`config.mk`:
```
export PLATFORM = sky130hd
export DESIGN_NAME = dbg_bkpt_ctl
export DESIGN_NICKNAME = d
export VERILOG_FILES = /design/src/rtl/dbg_bkpt_pkg.sv /design/src/rtl/dbg_ctl_reg.sv /design/src/rtl/dbg_addr_match.sv /design/src/rtl/dbg_tag_queue.sv /design/src/rtl/dbg_bkpt_ctl.sv
export SDC_FILE = /design/constraint.sdc
export NUM_CORES = 1
export LEC_CHECK = 0
export BUFFER_PORTS_ARGS = -buffer_cell sky130_fd_sc_hd__buf_4
export CORE_UTILIZATION = 45
export CTS_BUF_LIST = sky130_fd_sc_hd__clkbuf_8
export CTS_CLUSTER_SIZE = 12
export DETAILED_ROUTE_END_ITERATION = 8
export GPL_TIMING_DRIVEN = 0
export PLACE_DENSITY = 0.84
export SYNTH_ARGS = -nofsm -noshare
export SYNTH_HDL_FRONTEND = slang
export SYNTH_SLANG_ARGS = --single-unit
```
`constraint.sdc`:
```
create_clock -name clk -period 2.4 [get_ports clk]
set_clock_uncertainty 0.15 [all_clocks]
set_input_delay 0.6 -clock clk [delete_from_list [all_inputs] [get_ports clk]]
set_output_delay 0.6 -clock clk [all_outputs]
set_load 0.01 [all_outputs]
```
`src/rtl/dbg_bkpt_pkg.sv`:
```
// Package: shared field positions, register type and status packing for the
// debug breakpoint controller. Assumes an 8-bit status word with three
// reserved low bits that always read zero.
package dbg_bkpt_pkg;

    localparam int STAT_W    = 8;
    localparam int B_BG_EN   = 7;
    localparam int B_ACTIVE  = 6;
    localparam int B_BK_EN   = 5;
    localparam int B_FORCE   = 4;
    localparam int B_CLK_SEL = 3;

    typedef struct packed {
        logic bg_en;
        logic active;
        logic bk_en;
        logic force_sel;
        logic clk_sel;
    } dbg_ctl_t;

    localparam dbg_ctl_t CTL_RST_NORMAL = '{bg_en: 1'b0, active: 1'b0, bk_en: 1'b0,
                                            force_sel: 1'b0, clk_sel: 1'b0};
    localparam dbg_ctl_t CTL_RST_BKGD   = '{bg_en: 1'b1, active: 1'b1, bk_en: 1'b0,
                                            force_sel: 1'b0, clk_sel: 1'b1};

    // Build the externally visible status word from the register fields.
    function automatic logic [STAT_W-1:0] pack_status(input dbg_ctl_t c);
        logic [STAT_W-1:0] s;
        s            = '0;
        s[B_BG_EN]   = c.bg_en;
        s[B_ACTIVE]  = c.active;
        s[B_BK_EN]   = c.bk_en;
        s[B_FORCE]   = c.force_sel;
        s[B_CLK_SEL] = c.clk_sel;
        return s;
    endfunction

endpackage

```
`src/rtl/dbg_ctl_reg.sv`:
```
// Module: debug control/status register. Only the debug port writes it.
// Writable fields are loaded on wr_en. The active bit is set by enter and
// cleared by leave. Assumes enter is only asserted while active is 0.
module dbg_ctl_reg
    import dbg_bkpt_pkg::*;
(
    input  logic              clk,
    input  logic              rst_n,
    input  logic              rst_to_bkgd,
    input  logic              wr_en,
    input  logic [STAT_W-1:0] wr_data,
    input  logic              enter,
    input  logic              leave,
    output dbg_ctl_t          ctl
);

    // Register update: reset value choice, debug writes, background entry/exit.
    always_ff @(posedge clk) begin
        if (!rst_n) begin
            ctl <= rst_to_bkgd ? CTL_RST_BKGD : CTL_RST_NORMAL;
        end else begin
            if (wr_en) begin
                ctl.bg_en     <= wr_data[B_BG_EN];
                ctl.bk_en     <= wr_data[B_BK_EN];
                ctl.force_sel <= wr_data[B_FORCE];
                ctl.clk_sel   <= wr_data[B_CLK_SEL];
            end
            if (leave) begin
                ctl.active <= 1'b0;
            end else if (enter) begin
                ctl.active <= 1'b1;
            end
        end
    end

endmodule

```
`src/rtl/dbg_addr_match.sv`:
```
// Module: breakpoint match register and full-width address comparator.
// The debug port loads the register. Only valid bus cycles can match.
module dbg_addr_match #(
    parameter int ADDR_W = 16
) (
    input  logic              clk,
    input  logic              rst_n,
    input  logic              ld,
    input  logic [ADDR_W-1:0] ld_addr,
    input  logic [ADDR_W-1:0] addr,
    input  logic              addr_vld,
    output logic              hit
);

    logic [ADDR_W-1:0] match_q;

    // Hold the match address loaded by the debug host.
    always_ff @(posedge clk) begin
        if (!rst_n) begin
            match_q <= '0;
        end else if (ld) begin
            match_q <= ld_addr;
        end
    end

    // Compare the qualified bus address with the stored match address.
    always_comb begin
        hit = addr_vld && (addr == match_q);
    end

endmodule

```
`src/rtl/dbg_tag_queue.sv`:
```
// Module: tag shadow of the CPU instruction queue. Each fetch pushes one
// entry with its tag bit. An instruction boundary retires the oldest entry,
// and a flush empties everything. Assumes the CPU never fetches into a full
// queue; such a push is dropped.
module dbg_tag_queue #(
    parameter int DEPTH = 2
) (
    input  logic clk,
    input  logic rst_n,
    input  logic push,
    input  logic push_tag,
    input  logic pop,
    input  logic flush,
    output logic head_valid,
    output logic head_tag
);

    localparam int CW = $clog2(DEPTH + 1);

    logic [CW-1:0] cnt_q, cnt_n;
    logic          tag_q [DEPTH];
    logic          tag_n [DEPTH];

    // Next-state: flush, else shift out on pop, then append the new entry.
    always_comb begin
        cnt_n = cnt_q;
        for (int i = 0; i < DEPTH; i++) begin
            tag_n[i] = tag_q[i];
        end
        if (flush) begin
            cnt_n = '0;
            for (int i = 0; i < DEPTH; i++) begin
                tag_n[i] = 1'b0;
            end
        end else begin
            if (pop && (cnt_q != '0)) begin
                for (int i = 0; i < DEPTH - 1; i++) begin
                    tag_n[i] = tag_q[i+1];
                end
                tag_n[DEPTH-1] = 1'b0;
                cnt_n          = cnt_q - CW'(1);
            end
            if (push && (cnt_n < CW'(DEPTH))) begin
                for (int i = 0; i < DEPTH; i++) begin
                    if (int'(cnt_n) == i) begin
                        tag_n[i] = push_tag;
                    end
                end
                cnt_n = cnt_n + CW'(1);
            end
        end
    end

    // Occupancy counter register.
    always_ff @(posedge clk) begin
        if (!rst_n) begin
            cnt_q <= '0;
        end else begin
            cnt_q <= cnt_n;
        end
    end

    // One tag flop per queue slot.
    for (genvar g = 0; g < DEPTH; g++) begin : g_slot
        always_ff @(posedge clk) begin
            if (!rst_n) begin
                tag_q[g] <= 1'b0;
            end else begin
                tag_q[g] <= tag_n[g];
            end
        end
    end

    // The oldest entry sits in slot 0.
    always_comb begin
        head_valid = (cnt_q != '0);
        head_tag   = tag_q[0];
    end

endmodule

```
`src/rtl/dbg_bkpt_ctl.sv`:
```
// Module: top of the debug breakpoint and background controller. It joins
// the debug register, the address comparator and the tag queue, keeps the
// armed force request, and decides background entry at instruction
// boundaries. Assumes the core stops issuing boundaries while halted.
module dbg_bkpt_ctl
    import dbg_bkpt_pkg::*;
#(
    parameter int ADDR_W = 16,
    parameter int QDEPTH = 2
) (
    input  logic              clk,
    input  logic              rst_n,
    input  logic              rst_to_bkgd,
    input  logic              ctl_wr,
    input  logic [7:0]        ctl_wdata,
    output logic [7:0]        ctl_status,
    input  logic              bkpt_ld,
    input  logic [ADDR_W-1:0] bkpt_ld_addr,
    input  logic              bkgd_go,
    input  logic [ADDR_W-1:0] cpu_addr,
    input  logic              cpu_addr_vld,
    input  logic              cpu_fetch,
    input  logic              insn_boundary,
    input  logic              queue_flush,
    output logic              halt_req,
    output logic              comm_clk_sel
);

    dbg_ctl_t ctl;
    logic     hit;
    logic     head_valid;
    logic     head_tag;
    logic     force_pend_q;
    logic     arm_force;
    logic     push;
    logic     push_tag;
    logic     enter;

    dbg_ctl_reg u_reg (
        .clk         (clk),
        .rst_n       (rst_n),
        .rst_to_bkgd (rst_to_bkgd),
        .wr_en       (ctl_wr),
        .wr_data     (ctl_wdata),
        .enter       (enter),
        .leave       (bkgd_go),
        .ctl         (ctl)
    );

    dbg_addr_match #(.ADDR_W(ADDR_W)) u_match (
        .clk      (clk),
        .rst_n    (rst_n),
        .ld       (bkpt_ld),
        .ld_addr  (bkpt_ld_addr),
        .addr     (cpu_addr),
        .addr_vld (cpu_addr_vld),
        .hit      (hit)
    );

    dbg_tag_queue #(.DEPTH(QDEPTH)) u_queue (
        .clk        (clk),
        .rst_n      (rst_n),
        .push       (push),
        .push_tag   (push_tag),
        .pop        (insn_boundary),
        .flush      (queue_flush),
        .head_valid (head_valid),
        .head_tag   (head_tag)
    );

    // Classify a hit as a force request or a fetch tag according to the mode.
    always_comb begin
        push      = cpu_addr_vld && cpu_fetch;
        push_tag  = hit && ctl.bk_en && !ctl.force_sel;
        arm_force = hit && ctl.bk_en && ctl.force_sel;
    end

    // Armed force request: a new hit sets it and the next boundary uses it.
    always_ff @(posedge clk) begin
        if (!rst_n) begin
            force_pend_q <= 1'b0;
        end else begin
            force_pend_q <= (force_pend_q && !insn_boundary) || arm_force;
        end
    end

    // Background entry at a boundary when permitted and a breakpoint is due.
    always_comb begin
        enter = insn_boundary && ctl.bg_en && ctl.bk_en && !ctl.active &&
                (force_pend_q || (head_valid && head_tag));
    end

    // Drive the outputs from the register state.
    always_comb begin
        ctl_status   = pack_status(ctl);
        halt_req     = ctl.active;
        comm_clk_sel = ctl.clk_sel;
    end

endmodule

```
==> PnR_summary.wiki, run 1 <==
{| class="wikitable"
! Metric !! Value
|-
| Rows || 20
|-
| Number of H-tree levels || 1
|-
| F_max || 462.8 MHz
|-
| Dominant register cell in the synthesized netlist || sky130_fd_sc_hd__dfxtp_1
|-
| TritonCTS buffer count || 3
|-
| Clock power frac || 33.7%
|-
| Cell type contributing the most total cell area after synthesis || sky130_fd_sc_hd__dfxtp_1
|-
| Starting utilization of the core area || 46.98%
|-
| Number of nets at the end of the flow || 258
|-
| Endpoint type of the worst setup path || register
|-
| Total negative slack || 0 ns
|-
| Most instantiated library cell after synthesis || sky130_fd_sc_hd__nor2b_1
|-
| TritonCTS clock tree || done
|-
| Final period demand of the worst path || 2.161 ns
|-
| Syn avg cell area || 9.678 um^2
|-
| Pin count of the biggest net entering global routing || 16
|-
| Kind of start point of the critical path || register
|-
| Area added between synthesis and finish || 37.91%
|-
| Switching share of total power || 23.28%
|-
| Global-route wire length before repair || 4.795 mm
|-
| Synth Register Bits || 26
|-
| Share of layout cells above drive strength 1 || 35.29%
|-
| Max cap viols || 0
|-
| Placed Instance Area || 1868 um^2
|-
| WL per Instance || 12.23 um
|-
| Startpoint of the worst setup timing path || u_queue.cnt_q[1]
|-
| Slowest Stage Delay on Critical Path || 0.40 ns
|-
| Sequence of cells on the critical path || inv_1 > ha_1 > nand2b_1 > buf_2 > xnor2_2 > ha_1 > nand3_1 > a211oi_2 > nor3_1 > o21bai_1
|-
| Die area || 3390 um^2
|-
| Async SR Flop Fraction || 0%
|-
| Portion of the post-synthesis area used by sequential elements || 40.11%
|-
| Post-route cell area || 1962 um^2
|-
| Number of search-and-repair iterations in the first detailed-routing pass || 6
|-
| Slowest-stage cell, CP || sky130_fd_sc_hd__dfxtp_2
|-
| End of the worst register-to-register path || u_queue.tag_q[0]
|-
| Reg-to-Reg Start || u_queue.cnt_q[1]
|-
| Antenna diodes || 0
|-
| Hold Path Depth || 2
|-
| Normalized max-slew margin || 59.41%
|-
| Vias per cell || 4.827
|-
| Yosys cell types || 35
|-
| Clock latency reported for the late side of the worst-skew pair || 0.27 ns
|-
| Worst setup path end || u_queue.tag_q[0]
|-
| Warning count from the yosys run || 0
|-
| Lkg Pwr || 0.8699 nW
|-
| Count of flip-flops with a built-in enable after synthesis || 5
|-
| Total routing resource utilization after global routing || 18.45%
|-
| Worst Hold Class || register to register
|-
| Worst-Margin Slew || 0.6073 ns
|-
| DRC violation total after the first TritonRoute iteration || 28
|-
| Gr ovfl total || 0
|-
| VDD IR-drop max || 0.4092 mV
|-
| Remaining antenna violation count after routing || 0
|-
| Cell-internal power || 824.1 uW
|-
| Unrepaired setup endpoints after global routing || false
|-
| Max Buffers Root-to-Sink || 2
|-
| Clock-pin transition on the worst setup and hold timing paths || 0.10 ns
|-
| Reg2Reg Setup Slack || 0.24 ns
|-
| Gate power share || 20.4%
|-
| Area share of the leading cell type in the synthesized netlist || 29.55%
|-
| Number of top-level design ports || 60
|-
| DRC || 1
|-
| Routability Congestion || 0.8186
|-
| Cells after Synth || 147
|-
| CP Class || register to register
|-
| Run status || finished with violations
|-
| Wire length reported by the detailed router || 3.033 mm
|-
| Max Slew Vio Count || 0
|-
| Worst-path maximum fanout || 7
|-
| DP HPWL || 2.345 mm
|-
| Via count of the first global-routing pass || 1145
|-
| Worst-case reg-to-reg path depth || 10
|-
| Number of input and output port buffers inserted || 51
|-
| Hold-fix buffer count after cts || 0
|-
| Number of failing setup endpoints in the final timing report || 0
|-
| Data arrival time of the critical path || 2.19 ns
|-
| Total count of hold-check failures in the final report || 0
|-
| Sequential group share of total power || 45.9%
|-
| Die width || 58.23 um
|-
| Commonest cells post-synth || sky130_fd_sc_hd__nor2b_1 (23), sky130_fd_sc_hd__dfxtp_1 (21), sky130_fd_sc_hd__mux2i_1 (17)
|-
| Top cells by area in the synthesized netlist || sky130_fd_sc_hd__dfxtp_1 (30%), sky130_fd_sc_hd__mux2i_1 (12%), sky130_fd_sc_hd__edfxtp_1 (11%), sky130_fd_sc_hd__nor2b_1 (10%), sky130_fd_sc_hd__xnor2_1 (5.5%)
|-
| Post-route clock period utilization || 90.03%
|-
| Initial antenna violation count || 0
|-
| Required time of the critical path || 2.42 ns
|-
| Mapped cell area || 1423 um^2
|-
| Most numerous cell on the critical path || sky130_fd_sc_hd__ha_1
|-
| Core box area || 3028 um^2
|-
| Total number of vias || 1197
|-
| Violated checks || DRC
|-
| Final Util || 64.79%
|-
| Clock root cell || sky130_fd_sc_hd__clkbuf_8
|-
| Net switching power of the design || 250.1 uW
|-
| Power per cell area || 547.6 nW/um^2
|-
| Floorplan die height || 58.23 um
|-
| Clock sink total || 26
|}
-- worst min path at each step --
stage / slack, ns / end / startpoint
2_1_floorplan: 0.30 / u_queue.tag_q[1] / u_queue.tag_q[1]
4_1_cts: 0.33 / force_pend_q / force_pend_q
5_1_grt: 0.37 / force_pend_q / force_pend_q
3_5_place_dp: 0.31 / force_pend_q / force_pend_q
6_report: 0.32 / u_queue.tag_q[1] / u_queue.tag_q[1]
3_3_place_gp: 0.31 / force_pend_q / force_pend_q
-- through the flow --
step | power, mW | setup slack (ns) | std cells | hold slack [ns]
2_1_floorplan | 0.6145 | 0.3035 | 149 | 0.2976
4_1_cts | 1.075 | 0.03690 | 248 | 0.3312
6_report | 1.074 | 0.2392 | 248 | 0.3243
3_5_place_dp | 0.7176 | 0.01044 | 244 | 0.3147
3_3_place_gp | 0.7102 | 0.1157 | 244 | 0.3145
5_1_grt | 1.120 | 0.04368 | 248 | 0.3671
-- cell families after synthesis --
| logic type | after synthesis | synth area share, % |
|---|---|---|
| and+or+nand+nor | 57 | 24.80 |
| buffers and inverters | 17 | 6.068 |
| AOI/OAI and AO/OA | 14 | 6.772 |
| other | 1 | 0.2636 |
| DFF | 26 | 40.11 |
| xor gates and xnor gates | 12 | 7.389 |
| adders and majority gates | 3 | 2.639 |
| muxes | 17 | 11.96 |
-- state kept, by name, summed over array words and instances, names as in the netlist --
register	count
force_pend_q	1
u_match.match_q	16
u_queue.cnt_q	2
u_queue.tag_q	2
u_reg.ctl	5
-- power groups by stage --
stage / clock, mW / sequential [mW] / combinational, mW
2_1_floorplan: 0 / 0.501 / 0.113
5_1_grt: 0.383 / 0.496 / 0.240
4_1_cts: 0.364 / 0.492 / 0.218
3_3_place_gp: 0 / 0.501 / 0.209
6_report: 0.362 / 0.493 / 0.220
3_5_place_dp: 0 / 0.502 / 0.216
-- layout by cell type (no fill, tap or decap), types with 3 or more instances in the layout --
| cell | synthesis | routed |
|---|---|---|
| sky130_fd_sc_hd__buf_4 | 5 | 56 |
| sky130_fd_sc_hd__nor2b_1 | 23 | 23 |
| sky130_fd_sc_hd__dfxtp_1 | 21 | 20 |
| sky130_fd_sc_hd__mux2i_1 | 17 | 17 |
| sky130_fd_sc_hd__nand2b_1 | 8 | 8 |
| sky130_fd_sc_hd__xnor2_1 | 9 | 8 |
| sky130_fd_sc_hd__inv_1 | 6 | 6 |
| sky130_fd_sc_hd__nand2_1 | 6 | 6 |
| sky130_fd_sc_hd__edfxtp_1 | 5 | 5 |
| sky130_fd_sc_hd__nand3_1 | 4 | 4 |
| sky130_fd_sc_hd__buf_2 | 3 | 3 |
| sky130_fd_sc_hd__o2111ai_1 | 3 | 3 |
| sky130_fd_sc_hd__nand4_1 | 3 | 3 |
| sky130_fd_sc_hd__xor2_1 | 3 | 3 |
| sky130_fd_sc_hd__ha_1 | 3 | 3 |
| sky130_fd_sc_hd__conb_1 | 1 | 3 |
| sky130_fd_sc_hd__clkbuf_8 | 0 | 3 |
-- cell type report --
cell class                 count  area, um^2
fill                         279        1066
multi-input combinational    106       794.5
sequential                    26       571.8
timing repair buffer          51       382.9
buffer                        10       60.06
tap                           44       55.05
clock buffer                   3       41.29
clock inverter                 1       30.03
inverter                       7       26.28
-- worst max-delay path: cells and delay by family, from the launching register on --
family                   cells  cell delay (ns)
AND/OR/NAND/NOR              3             0.33
buffers and inverters        2             0.24
adder cells (fa/ha/maj)      2             0.38
flip-flops                   1             0.40
XOR/XNOR                     1             0.21
AO/OA/AOI/OAI                2             0.37
-- repair_timing --
item | 4_1_cts | 5_1_grt
buffers inserted | 0 | 0
gates resized for setup | 1 | 4
setup endpoints to repair | 1 | 2
-- metal layers --
metal	routed length (um)	track usage (%)	part of all wire [%]	vias to the layer above
li1	-	-	-	606
met1	1355	22.47	45	535
met2	1413	30.54	47	49
met3	203	4.688	6.7	7
met4	59	8.503	1.9	0
met5	0	0	0	-
Power figures use the tool's default switching activity.
==> run 2: changes to the inputs <==
--- a/config.mk
+++ b/config.mk
@@ -12,6 +12,8 @@
 export DETAILED_ROUTE_END_ITERATION = 8
 export GPL_TIMING_DRIVEN = 0
 export PLACE_DENSITY = 0.84
+export RECOVER_POWER = 50
+export SKIP_CTS_REPAIR_TIMING = 1
 export SYNTH_ARGS = -nofsm -noshare
 export SYNTH_HDL_FRONTEND = slang
 export SYNTH_SLANG_ARGS = --single-unit
==> constraint.sdc (replaced) <==
create_clock -name clk -period 2.4 [get_ports clk]
set_clock_uncertainty 0.15 [all_clocks]
set_input_delay 0.24 -clock clk [delete_from_list [all_inputs] [get_ports clk]]
set_output_delay 0.24 -clock clk [all_outputs]
set_load 0.01 [all_outputs]
==> run 2 against run 1 <==
Clock power about the same. Die area unchanged. The run now ends clean. Highest routed layer unchanged. Sequential power about the same. Largest power group unchanged. Maximum frequency about the same.
==> PnR_summary.wiki, run 2 (same netlist as run 1, synthesis figures left out) <==
{| class="wikitable"
! Metric !! Value
|-
| Run status || finished, final reports clean (was finished with violations)
|-
| Core box area || 3028 um^2 (unchanged)
|-
| Max Buffers Root-to-Sink || 2 (unchanged)
|-
| Crit path setup slack, layout || 0.2405 ns (was 0.2392 ns)
|-
| Cell type group with the largest total delay on the critical path || flip-flops (unchanged)
|-
| Sequential group share of total power || 46.0% (was 45.9%)
|-
| Floorplan die height || 58.23 um (unchanged)
|-
| Clock root cell || sky130_fd_sc_hd__clkbuf_8 (unchanged)
|-
| Power per cell area || 547.4 nW/um^2 (was 547.6 nW/um^2)
|-
| Cell-internal power || 822.9 uW (was 824.1 uW)
|-
| Via count of the first global-routing pass || 1145 (unchanged)
|-
| Post-route clock period utilization || 89.98% (was 90.03%)
|-
| Share of layout cells above drive strength 1 || 33.82% (was 35.29%)
|-
| Pin count of the biggest net entering global routing || 16 (unchanged)
|-
| Worst Hold Class || input port to register (was register to register)
|-
| Lkg Pwr || 0.8601 nW (was 0.8699 nW)
|-
| Worst hold endpoint || u_match.match_q[7] (was u_queue.tag_q[1])
|-
| Routability Congestion || 0.8186 (unchanged)
|-
| Sequence of cells on the critical path || inv_1 > ha_1 > nand2b_1 > buf_2 > xnor2_2 > ha_1 > nand3_1 > a211oi_2 > nor3_1 > o21bai_1 (unchanged)
|-
| Most numerous cell on the critical path || sky130_fd_sc_hd__ha_1 (unchanged)
|-
| Total negative slack || 0 ns (unchanged)
|-
| Final hold slack || 0.06923 ns (was 0.3243 ns)
|-
| Slowest Stage Delay on Critical Path || 0.40 ns (about the same)
|-
| Initial antenna violation count || 0 (unchanged)
|-
| Global-route wire length before repair || 4.795 mm (unchanged)
|-
| Footprint of the multi-input gates || 794.5 um^2 (unchanged)
|-
| Unrepaired setup endpoints after global routing || false (unchanged)
|-
| Normalized max-slew margin || 50.32% (was 59.41%)
|-
| Worst-Margin Slew || 0.7452 ns (was 0.6073 ns)
|-
| Total routing resource utilization after global routing || 18.45% (unchanged)
|-
| Placed Instance Area || 1868 um^2 (unchanged)
|-
| Flip-flop count of the largest register, all copies and words added || 16 (unchanged)
|-
| Rows || 20 (unchanged)
|-
| F_max || 463.1 MHz (was 462.8 MHz)
|-
| Worst-path maximum fanout || 7 (unchanged)
|-
| Slowest-stage cell, CP || sky130_fd_sc_hd__dfxtp_2 (unchanged)
|-
| Largest registers ranked by flip-flop count || u_match.match_q x16, u_reg.ctl x5 (unchanged)
|-
| Net switching power of the design || 247.5 uW (was 250.1 uW)
|-
| Most common library cell in the layout ignoring fill and taps || sky130_fd_sc_hd__buf_4 (unchanged)
|-
| Gate power share || 20.4% (about the same)
|-
| Clock power frac || 33.6% (was 33.7%)
|-
| End of the worst register-to-register path || u_queue.tag_q[0] (unchanged)
|-
| Number of search-and-repair iterations in the first detailed-routing pass || 4 (was 6)
|-
| Max Slew Vio Count || 0 (unchanged)
|-
| Worst slack at placement || 0.01044 ns (unchanged)
|-
| Gr ovfl total || 0 (unchanged)
|-
| CP bufs+invs || 2 (unchanged)
|-
| Reg-to-Reg Start || u_queue.cnt_q[1] (unchanged)
|-
| Number of input and output port buffers inserted || 51 (unchanged)
|-
| Reg with most FFs || u_match.match_q (unchanged)
|-
| DP HPWL || 2.345 mm (unchanged)
|-
| Number of failing setup endpoints in the final timing report || 0 (unchanged)
|-
| DRC || 0 (was 1)
|-
| Number of nets at the end of the flow || 258 (unchanged)
|-
| Worst min-delay path startpoint || bkpt_ld_addr[7] (was u_queue.tag_q[1])
|-
| FF+latch area || 571.8 um^2 (unchanged)
|-
| Wire length reported by the detailed router || 3.012 mm (was 3.033 mm)
|-
| Final period demand of the worst path || 2.160 ns (was 2.161 ns)
|-
| Switching share of total power || 23.12% (was 23.28%)
|-
| Clock sink total || 26 (unchanged)
|-
| Reg2Reg Setup Slack || 0.24 ns (about the same)
|-
| PnR Total Power || 1.070 mW (was 1.074 mW)
|-
| Vias per cell || 4.843 (was 4.827)
|-
| Commonest non-fill, non-tap cells in the layout || sky130_fd_sc_hd__buf_4 (55), sky130_fd_sc_hd__nor2b_1 (23), sky130_fd_sc_hd__dfxtp_1 (20) (was sky130_fd_sc_hd__buf_4 (56), sky130_fd_sc_hd__nor2b_1 (23), sky130_fd_sc_hd__dfxtp_1 (20))
|-
| Hold Path Depth || 3 (was 2)
|-
| Total count of hold-check failures in the final report || 0 (unchanged)
|-
| Number of top-level design ports || 60 (unchanged)
|-
| Die width || 58.23 um (unchanged)
|-
| Total number of vias || 1201 (was 1197)
|-
| Remaining antenna violation count after routing || 0 (unchanged)
|-
| Die area || 3390 um^2 (unchanged)
|-
| CP Class || register to register (unchanged)
|-
| Number of H-tree levels || 1 (unchanged)
|-
| Starting utilization of the core area || 46.98% (unchanged)
|-
| Area added between synthesis and finish || 37.47% (was 37.91%)
|-
| Clock latency reported for the late side of the worst-skew pair || 0.27 ns (about the same)
|-
| VDD IR-drop max || 0.4080 mV (was 0.4092 mV)
|-
| Antenna diodes || 0 (unchanged)
|-
| Max cap viols || 0 (unchanged)
|-
| WL per Instance || 12.15 um (was 12.23 um)
|-
| Kind of start point of the critical path || register (unchanged)
|-
| Post-route cell area || 1956 um^2 (was 1962 um^2)
|-
| Clock-pin transition on the worst setup and hold timing paths || 0.10 ns (about the same)
|-
| Data arrival time of the critical path || 2.18 ns (was 2.19 ns)
|-
| Endpoint type of the worst setup path || register (unchanged)
|-
| Required time of the critical path || 2.42 ns (about the same)
|-
| DRC violation total after the first TritonRoute iteration || 28 (unchanged)
|-
| Worst-case reg-to-reg path depth || 10 (unchanged)
|-
| TritonCTS clock tree || done (unchanged)
|-
| Fill cell instance count of the final layout || 280 (was 279)
|-
| TritonCTS buffer count || 3 (unchanged)
|}
==> run 2: worst register-to-register path: cells and delay by family (launching register included) <==
kind	cells	cell delay, ns
fa+ha+maj	2	0.38
compound gates	2	0.37
xor+xnor	1	0.21
buf+inv	2	0.24
flops	1	0.40
simple gates	3	0.33
==> run 2: worst max-delay path by stage <==
| stage | startpoint | end | slack, ns | depth (start not counted) |
|---|---|---|---|---|
| after floorplan | u_queue.cnt_q[1] | u_queue.tag_q[0] | 0.30 | 10 |
| after CTS | u_queue.cnt_q[1] | u_queue.tag_q[0] | -0.002 | 10 |
| final | u_queue.cnt_q[1] | u_queue.tag_q[0] | 0.24 | 10 |
| after detailed placement | u_queue.cnt_q[1] | u_queue.tag_q[0] | 0.01 | 10 |
| after global routing | u_queue.cnt_q[1] | u_queue.tag_q[1] | 0.04 | 10 |
| after global placement | u_queue.cnt_q[1] | u_queue.tag_q[0] | 0.12 | 10 |
==> run 2: per-layer routing <==
metal / GRT usage [%] / vias up / wire (um)
met1: 22.47 / 538 / 1333
met2: 30.54 / 49 / 1415
met3: 4.688 / 7 / 203
met4: 8.503 / 0 / 59
li1: - / 607 / -
met5: 0 / - / 0
==> run 2: area by class of cell <==
cell class / count / share of cell area (%)
inverters: 7 / 1.344
clock buffers: 3 / 2.111
flip-flops and latches: 26 / 29.24
repair buffers: 51 / 19.39
plain buffers: 10 / 2.943
well taps: 44 / 2.815
multi-input cells: 106 / 40.63
clock inverters: 1 / 1.536
==> run 2: per-stage QoR <==
step                util, %  cells
CTS                   64.05    248
detailed placement    61.69    244
floorplan                 -    149
global route          64.59    248
global placement      61.69    244
finish                64.59    248
==> run 2: power groups by stage <==
stage          clock network (mW)  logic (mW)  registers (mW)
6_report                    0.360       0.218           0.493
5_1_grt                     0.383       0.239           0.496
4_1_cts                     0.364       0.216           0.492
3_5_place_dp                    0       0.216           0.502
3_3_place_gp                    0       0.209           0.501
2_1_floorplan                   0       0.113           0.501
